### src/rtl/scan_seq_pkg.sv
package scan_seq_pkg;

    typedef enum logic [2:0] {
        PH_HALT  = 3'd0,
        PH_LED   = 3'd1,
        PH_KEY   = 3'd2,
        PH_PAD   = 3'd3,
        PH_DWELL = 3'd4,
        PH_OFF   = 3'd5,
        PH_END   = 3'd6
    } scan_phase_e;

    typedef struct packed {
        logic we_n;
        logic ce_n;
        logic oe_n;
        logic latch;
        logic mux_en;
        logic step_rst;
    } scan_ctrl_t;

    localparam scan_ctrl_t CTRL_IDLE = '{
        we_n: 1'b1, ce_n: 1'b1, oe_n: 1'b1,
        latch: 1'b0, mux_en: 1'b0, step_rst: 1'b0
    };

    // Total schedule length for one column.
    function automatic int sched_len(int n_sub, int n_subsub, int acc_len,
                                     int pad, int dwell);
        return n_sub * acc_len                       // indicator loads
             + (n_sub / 2) * n_subsub * acc_len      // keypad reads
             + pad + dwell
             + n_sub * acc_len                       // lights off
             + 1;                                    // counter reset step
    endfunction

    // Read from RAM onto the latch bus, latch one step before release.
    function automatic scan_ctrl_t led_load_ctrl(int sub, int acc_len);
        scan_ctrl_t c;
        c = CTRL_IDLE;
        if (sub < acc_len - 1) begin
            c.ce_n = 1'b0;
            c.oe_n = 1'b0;
        end
        if (sub == acc_len - 2) c.latch = 1'b1;
        return c;
    endfunction

    // Mux held for the whole access, write strobes only in the middle.
    function automatic scan_ctrl_t key_capture_ctrl(int sub, int acc_len);
        scan_ctrl_t c;
        c = CTRL_IDLE;
        c.mux_en = 1'b1;
        if (sub > 0 && sub < acc_len - 1) begin
            c.ce_n = 1'b0;
            c.we_n = 1'b0;
        end
        return c;
    endfunction

    // Latch with the RAM parked, so the latch bus carries zeros.
    function automatic scan_ctrl_t lights_off_ctrl(int sub, int acc_len);
        scan_ctrl_t c;
        c = CTRL_IDLE;
        if (sub == acc_len - 2) c.latch = 1'b1;
        return c;
    endfunction

    function automatic scan_ctrl_t end_ctrl();
        scan_ctrl_t c;
        c = CTRL_IDLE;
        c.step_rst = 1'b1;
        return c;
    endfunction

endpackage

### src/rtl/scan_step_counter.sv
module scan_step_counter #(
    parameter int TOTAL  = 793,
    parameter int N_COLS = 48,
    parameter int SW     = 10,
    parameter int CW     = 6
) (
    input  logic          clk,
    input  logic          rst,
    input  logic          host_release,
    output logic [SW-1:0] step_o,
    output logic [CW-1:0] col_o,
    output logic          run_o,
    output logic          last_o
);
    localparam logic [SW-1:0] LAST_STEP = SW'(TOTAL - 1);
    localparam logic [CW-1:0] LAST_COL  = CW'(N_COLS - 1);

    logic [SW-1:0] step_q;
    logic [CW-1:0] col_q;
    logic          run_q;
    logic          at_end;

    assign at_end = run_q && (step_q == LAST_STEP);

    always_ff @(posedge clk) begin
        if (rst) begin
            run_q  <= 1'b0;
            step_q <= '0;
            col_q  <= '0;
        end else if (!run_q) begin
            if (host_release) begin
                run_q  <= 1'b1;
                step_q <= '0;
                col_q  <= '0;
            end
        end else if (at_end) begin
            step_q <= '0;
            if (col_q == LAST_COL) begin
                run_q <= 1'b0;
                col_q <= '0;
            end else begin
                col_q <= col_q + 1'b1;
            end
        end else begin
            step_q <= step_q + 1'b1;
        end
    end

    assign step_o = step_q;
    assign col_o  = col_q;
    assign run_o  = run_q;
    assign last_o = at_end && (col_q == LAST_COL);
endmodule

### src/rtl/scan_pattern_decode.sv
module scan_pattern_decode
    import scan_seq_pkg::*;
#(
    parameter int N_SUB       = 6,
    parameter int N_SUBSUB    = 8,
    parameter int ACC_LEN     = 4,
    parameter int PAD_STEPS   = 8,
    parameter int DWELL_STEPS = 640,
    parameter int SW          = 10,
    parameter int SUBW        = 3,
    parameter int PW          = 2,
    parameter int SSW         = 3,
    parameter int KIW         = 5
) (
    input  logic            run_i,
    input  logic [SW-1:0]   step_i,
    output scan_phase_e     phase_o,
    output scan_ctrl_t      ctrl_o,
    output logic [SUBW-1:0] sub_o,
    output logic [PW-1:0]   pair_o,
    output logic [SSW-1:0]  subsub_o,
    output logic [KIW-1:0]  key_idx_o
);
    localparam int KEY_READS = (N_SUB / 2) * N_SUBSUB;
    localparam int LED_END   = N_SUB * ACC_LEN;
    localparam int KEY_END   = LED_END + KEY_READS * ACC_LEN;
    localparam int PAD_END   = KEY_END + PAD_STEPS;
    localparam int DWELL_END = PAD_END + DWELL_STEPS;
    localparam int OFF_END   = DWELL_END + N_SUB * ACC_LEN;

    int s;
    int rel;
    int idx;

    always_comb begin
        s         = int'(step_i);
        rel       = 0;
        idx       = 0;
        phase_o   = PH_HALT;
        ctrl_o    = CTRL_IDLE;
        sub_o     = '0;
        pair_o    = '0;
        subsub_o  = '0;
        key_idx_o = '0;
        if (run_i) begin
            if (s < LED_END) begin
                phase_o = PH_LED;
                idx     = s / ACC_LEN;
                sub_o   = SUBW'(idx);
                ctrl_o  = led_load_ctrl(s % ACC_LEN, ACC_LEN);
            end else if (s < KEY_END) begin
                phase_o   = PH_KEY;
                rel       = s - LED_END;
                idx       = rel / ACC_LEN;
                key_idx_o = KIW'(idx);
                pair_o    = PW'(idx / N_SUBSUB);
                subsub_o  = SSW'(idx % N_SUBSUB);
                ctrl_o    = key_capture_ctrl(rel % ACC_LEN, ACC_LEN);
            end else if (s < PAD_END) begin
                phase_o = PH_PAD;
            end else if (s < DWELL_END) begin
                phase_o = PH_DWELL;
            end else if (s < OFF_END) begin
                phase_o = PH_OFF;
                rel     = s - DWELL_END;
                idx     = rel / ACC_LEN;
                sub_o   = SUBW'(idx);
                ctrl_o  = lights_off_ctrl(rel % ACC_LEN, ACC_LEN);
            end else begin
                phase_o = PH_END;
                ctrl_o  = end_ctrl();
            end
        end
    end
endmodule

### src/rtl/scan_addr_gen.sv
module scan_addr_gen
    import scan_seq_pkg::*;
#(
    parameter int N_SUB     = 6,
    parameter int KEY_READS = 24,
    parameter int N_COLS    = 48,
    parameter int CW        = 6,
    parameter int SUBW      = 3,
    parameter int KIW       = 5,
    parameter int AW        = 11
) (
    input  scan_phase_e     phase_i,
    input  logic            ce_n_i,
    input  logic [CW-1:0]   col_i,
    input  logic [SUBW-1:0] sub_i,
    input  logic [KIW-1:0]  key_idx_i,
    output logic [AW-1:0]   addr_o
);
    localparam int KEY_BASE = N_COLS * N_SUB;

    int a;

    always_comb begin
        a = 0;
        if (!ce_n_i) begin
            if (phase_i == PH_LED)
                a = int'(col_i) * N_SUB + int'(sub_i);
            else if (phase_i == PH_KEY)
                a = KEY_BASE + int'(col_i) * KEY_READS + int'(key_idx_i);
        end
        addr_o = AW'(a);
    end
endmodule

### src/rtl/scan_sequencer.sv
module scan_sequencer
    import scan_seq_pkg::*;
#(
    parameter int N_SUB       = 6,
    parameter int N_SUBSUB    = 8,
    parameter int ACC_LEN     = 4,
    parameter int PAD_STEPS   = 8,
    parameter int DWELL_STEPS = 640,
    parameter int N_COLS      = 48,
    parameter int CW          = $clog2(N_COLS + 1),
    parameter int AW          = $clog2(N_COLS * (N_SUB + (N_SUB / 2) * N_SUBSUB)),
    parameter int SUBW        = (N_SUB > 2) ? $clog2(N_SUB) : 1,
    parameter int PW          = (N_SUB / 2 > 1) ? $clog2(N_SUB / 2) : 1,
    parameter int SSW         = (N_SUBSUB > 1) ? $clog2(N_SUBSUB) : 1
) (
    input  logic            clk,
    input  logic            rst,
    input  logic            host_release,
    output logic            ram_we_n,
    output logic            ram_ce_n,
    output logic            ram_oe_n,
    output logic            sub_latch,
    output logic            mux_en,
    output logic            step_rst,
    output logic [AW-1:0]   ram_addr,
    output logic [SUBW-1:0] sub_sel,
    output logic [PW-1:0]   pair_sel,
    output logic [SSW-1:0]  subsub_sel,
    output logic [CW-1:0]   col_idx,
    output logic [2:0]      phase,
    output logic            busy,
    output logic            cycle_done
);
    localparam int TOTAL     = sched_len(N_SUB, N_SUBSUB, ACC_LEN, PAD_STEPS, DWELL_STEPS);
    localparam int SW        = $clog2(TOTAL);
    localparam int KEY_READS = (N_SUB / 2) * N_SUBSUB;
    localparam int KIW       = (KEY_READS > 1) ? $clog2(KEY_READS) : 1;

    logic [SW-1:0]  step_w;
    logic [CW-1:0]  col_w;
    logic           run_w;
    logic           last_w;
    scan_phase_e    phase_w;
    scan_ctrl_t     ctrl_w;
    logic [KIW-1:0] key_idx_w;

    scan_step_counter #(
        .TOTAL(TOTAL), .N_COLS(N_COLS), .SW(SW), .CW(CW)
    ) u_cnt (
        .clk(clk), .rst(rst), .host_release(host_release),
        .step_o(step_w), .col_o(col_w), .run_o(run_w), .last_o(last_w)
    );

    scan_pattern_decode #(
        .N_SUB(N_SUB), .N_SUBSUB(N_SUBSUB), .ACC_LEN(ACC_LEN),
        .PAD_STEPS(PAD_STEPS), .DWELL_STEPS(DWELL_STEPS), .SW(SW),
        .SUBW(SUBW), .PW(PW), .SSW(SSW), .KIW(KIW)
    ) u_dec (
        .run_i(run_w), .step_i(step_w), .phase_o(phase_w), .ctrl_o(ctrl_w),
        .sub_o(sub_sel), .pair_o(pair_sel), .subsub_o(subsub_sel),
        .key_idx_o(key_idx_w)
    );

    scan_addr_gen #(
        .N_SUB(N_SUB), .KEY_READS(KEY_READS), .N_COLS(N_COLS), .CW(CW),
        .SUBW(SUBW), .KIW(KIW), .AW(AW)
    ) u_addr (
        .phase_i(phase_w), .ce_n_i(ctrl_w.ce_n), .col_i(col_w),
        .sub_i(sub_sel), .key_idx_i(key_idx_w), .addr_o(ram_addr)
    );

    assign ram_we_n   = ctrl_w.we_n;
    assign ram_ce_n   = ctrl_w.ce_n;
    assign ram_oe_n   = ctrl_w.oe_n;
    assign sub_latch  = ctrl_w.latch;
    assign mux_en     = ctrl_w.mux_en;
    assign step_rst   = ctrl_w.step_rst;
    assign col_idx    = col_w;
    assign phase      = phase_w;
    assign busy       = run_w;
    assign cycle_done = last_w;
endmodule

### config.mk
export PLATFORM = sky130hd
export DESIGN_NAME = scan_sequencer
export DESIGN_NICKNAME = d
export VERILOG_FILES = /design/src/rtl/scan_seq_pkg.sv /design/src/rtl/scan_step_counter.sv /design/src/rtl/scan_pattern_decode.sv /design/src/rtl/scan_addr_gen.sv /design/src/rtl/scan_sequencer.sv
export SDC_FILE = /design/constraint.sdc
export NUM_CORES = 1
export LEC_CHECK = 0
export CAP_MARGIN = 30
export CORE_ASPECT_RATIO = 0.8
export CORE_UTILIZATION = 25
export CTS_CLUSTER_SIZE = 25
export DETAILED_ROUTE_END_ITERATION = 16
export DONT_BUFFER_PORTS = 1
export GPL_TIMING_DRIVEN = 0
export SLEW_MARGIN = 30
export SYNTH_ARGS = -nofsm -noshare
export SYNTH_HDL_FRONTEND = slang
export SYNTH_SLANG_ARGS = --single-unit
### constraint.sdc
create_clock -name clk -period 12.9 [get_ports clk]
set_clock_uncertainty 0.05 [all_clocks]
set_input_delay 1.29 -clock clk [delete_from_list [all_inputs] [get_ports clk]]
set_output_delay 1.29 -clock clk [all_outputs]
set_load 0.03 [all_outputs]
==> run metrics <==
relative slew slack=35.0%; Cells after Synth=263; CP startpoint kind=register; drt via density=between 4 and 5; Final Hold Viols=0; die area=between 8000 and 9000 sq um; Post-DP HPWL=approximately 4000 um; setup tns final=0 ps; H-tree depth=1; maximum buffer depth of the clock tree=2; CTS Buf Count=3; total number of vias=approximately 1800; clk root buf=clkbuf_8; Post-Syn Area per Cell=around 7.6 sq um; hold_buf cts=0; Die Y=between 80 and 90 um; cell mode on critical path=ha_1; nets=296; Post-CTS Setup Bufs=0; worst path required time=11560 ps; number of placement rows=28; Worst-Skew Late Latency=approximately 260 ps; Post-Syn Area=between 1500 and 2000 sq um; CP Class=register to primary output; global-route wire length before repair=approximately 8400 um; Critical Path End Type=primary output; CP max stage delay=around 600 ps; CP max stage cell=a31oi_1; routed length per instance=13.5 um; Netlist cell types=55; port buffer count=0; fraction of layout cells with a size suffix above 1=under 10%; syn nets=about 290; final wirelength=5030 um; 1st-pass router iterations=4; sequential-to-total area share from yosys stat=between 10% and 20%; TritonCTS clock tree=done; Post-DRT Antenna Nets=0; Post-synth ARST share=0%; Most used DFF post-synth=dfxtp_1; PwrDens=between 50 and 60 nW/um^2; static leakage=0.887 nW; ant diodes=0; Detailed Route Iter0 Violations=97; Die W=102 um; # IOs=39; Final Setup Violations=0; CP Cell Sequence=buf_6, or3_1, buf_6, or3_1, nor2_1, ha_1, ha_1, nor3b_1, xor2_1, o21ai_0, xor2_1, nand2_1, inv_1, ha_1, a211oi_1, nor2_1, nand3_1, xnor2_1, a21oi_1, a31oi_1; Final min period=roughly 6100 ps; Yosys warnings=0; aggregate global-route resource usage=roughly 13%; top-count cell post-synth=nor2_1; GPL Wtd Cong=between 0.8 and 0.9; Worst-Margin Slew=roughly 970 ps; initial antenna violation count=0; top-area cell type share of the netlist area=between 15 and 20%; CTS clk-pin slew, worst paths=around 70 ps; Max Clock Freq=0.165 GHz; status=complete, no violations; Hold/Removal Path Class=register to register; fillers=between 800 and 900; number of global-route vias before repair=1663; DRC errors left=0; Max Slew Vio Count=0; number of enable flip-flop cells after synthesis=0; Max-Cap Viols=0; clk sinks=17; fin worst setup slack=a little under 7000 ps; GRT overflow=0; setup slack at placement=about 7000 ps; top post-synthesis cells by area=dfxtp_1 17%, ha_1 14%, nor2_1 6.8%, xnor2_1 6.6%, a21oi_1 5.3%; Starting Density=26.3%; RSZ-0062 raised after global routing=no; FF+latch count, synth=17; top cells by count, synth=36 x nor2_1, 22 x ha_1, 21 x a21oi_1; family with the most delay on the worst path=simple AND/OR/NAND/NOR gates; largest net degree at the start of global routing=11; CP Max Fanout=8; crit path DAT=between 4000 and 5000 ps; WP buf/inv=3; post-CTS sizing=0; Synth area leader=dfxtp_1; Worst IR Drop VDD=around 26 uV; core area=between 7000 and 8000 sq um; Area growth, synth to finish=9.18%; Power Total=around 0.00012 W; Period Utilization, post-route=47.1%
==> path summary, 6_finish.rpt <==
kind	start	to	slack (ps)	depth (start not counted)
setup reg to reg	u_cnt.run_o	u_cnt.col_o[4]	10290	6
hold / removal	u_cnt.step_o[0]	u_cnt.step_o[0]	530	2
hold reg to reg	u_cnt.step_o[0]	u_cnt.step_o[0]	530	2
setup / recovery	u_cnt.step_o[8]	ram_addr[8]	6830	20
==> cell type report <==
class                   count  area (sq um)  area share, %
multi-input cells         217          1530           70.2
flip-flops and latches     17           340           15.7
well taps                 105           131           6.04
inverters                  17          66.3           3.05
plain buffers              12          62.6           2.88
clock buffers               3          41.3           1.90
clock inverters             1          5.00          0.230
==> layout by cell type, fill, tap and decap left out, types with 3 or more instances in the layout <==
cell type,Yosys,layout
nor2_1,36,36
ha_1,22,22
a21oi_1,21,21
dfxtp_1,17,17
nand2_1,16,16
inv_1,15,15
xnor2_1,15,15
xor2_1,9,9
clkbuf_1,8,8
o21ai_0,7,7
nand3_1,7,7
nor3_1,7,6
nand4_1,6,6
and2_1,6,6
or3_1,5,5
o22ai_1,5,5
or2_2,4,4
nor3b_1,3,3
and3_1,3,3
a21o_1,3,3
fa_1,3,3
clkbuf_8,0,3
==> kinds of logic after synthesis <==
kind of cell    count (synthesis)  synth area share (%)
fa+ha+maj                      25                  16.8
xor+xnor                       24                  10.6
simple gates                  111                  30.7
mux                             2                  1.01
buf+inv                        29                  6.47
compound gates                 55                  17.3
flops                          17                  17.1
==> power breakdown <==
| part | internal (W) | total [W] | switching (W) | leakage [nW] |
|---|---|---|---|---|
| sequential | 0.0000534 | 0.0000569 | 0.00000345 | 0.138 |
| combinational | 0.00000605 | 0.0000197 | 0.0000137 | 0.724 |
| clock | 0.0000215 | 0.0000407 | 0.0000192 | 0.0255 |
| total | 0.0000810 | 0.000117 | 0.0000363 | 0.887 |
==> worst register-to-register path: stages (launching register included) <==
cell,delay [ps]
dfxtp_1,730
clkbuf_1,440
nand4_1,180
nor3_2,620
nor2_1,90
o21ai_1,270
nor2_1,100
==> state kept, by name, indices dropped and copies added (netlist names) <==
name          cells
u_cnt.col_o       6
u_cnt.run_o       1
u_cnt.step_o     10
==> per-stage QoR <==
| stage | instances | area, sq um | hold WS (ps) | util [%] |
|---|---|---|---|---|
| after floorplan | 263 | 1990 | 468 | - |
| after global placement | 368 | 2120 | 511 | 28.0 |
| after detailed placement | 368 | 2130 | 517 | 28.1 |
| after CTS | 372 | 2170 | 527 | 28.7 |
| after global routing | 372 | 2170 | 573 | 28.7 |
| final | 372 | 2170 | 527 | 28.7 |
==> layer usage <==
layer / up-vias / share of wire (%) / GRT usage, %
li1: 924 / - / -
met1: 829 / 51 / 17.7
met2: 35 / 42 / 19.9
met3: 4 / 6.5 / 3.32
met4: 0 / 0.46 / 2.17
met5: - / 0 / 0
Note: power is estimated with default switching activity, not from simulation.
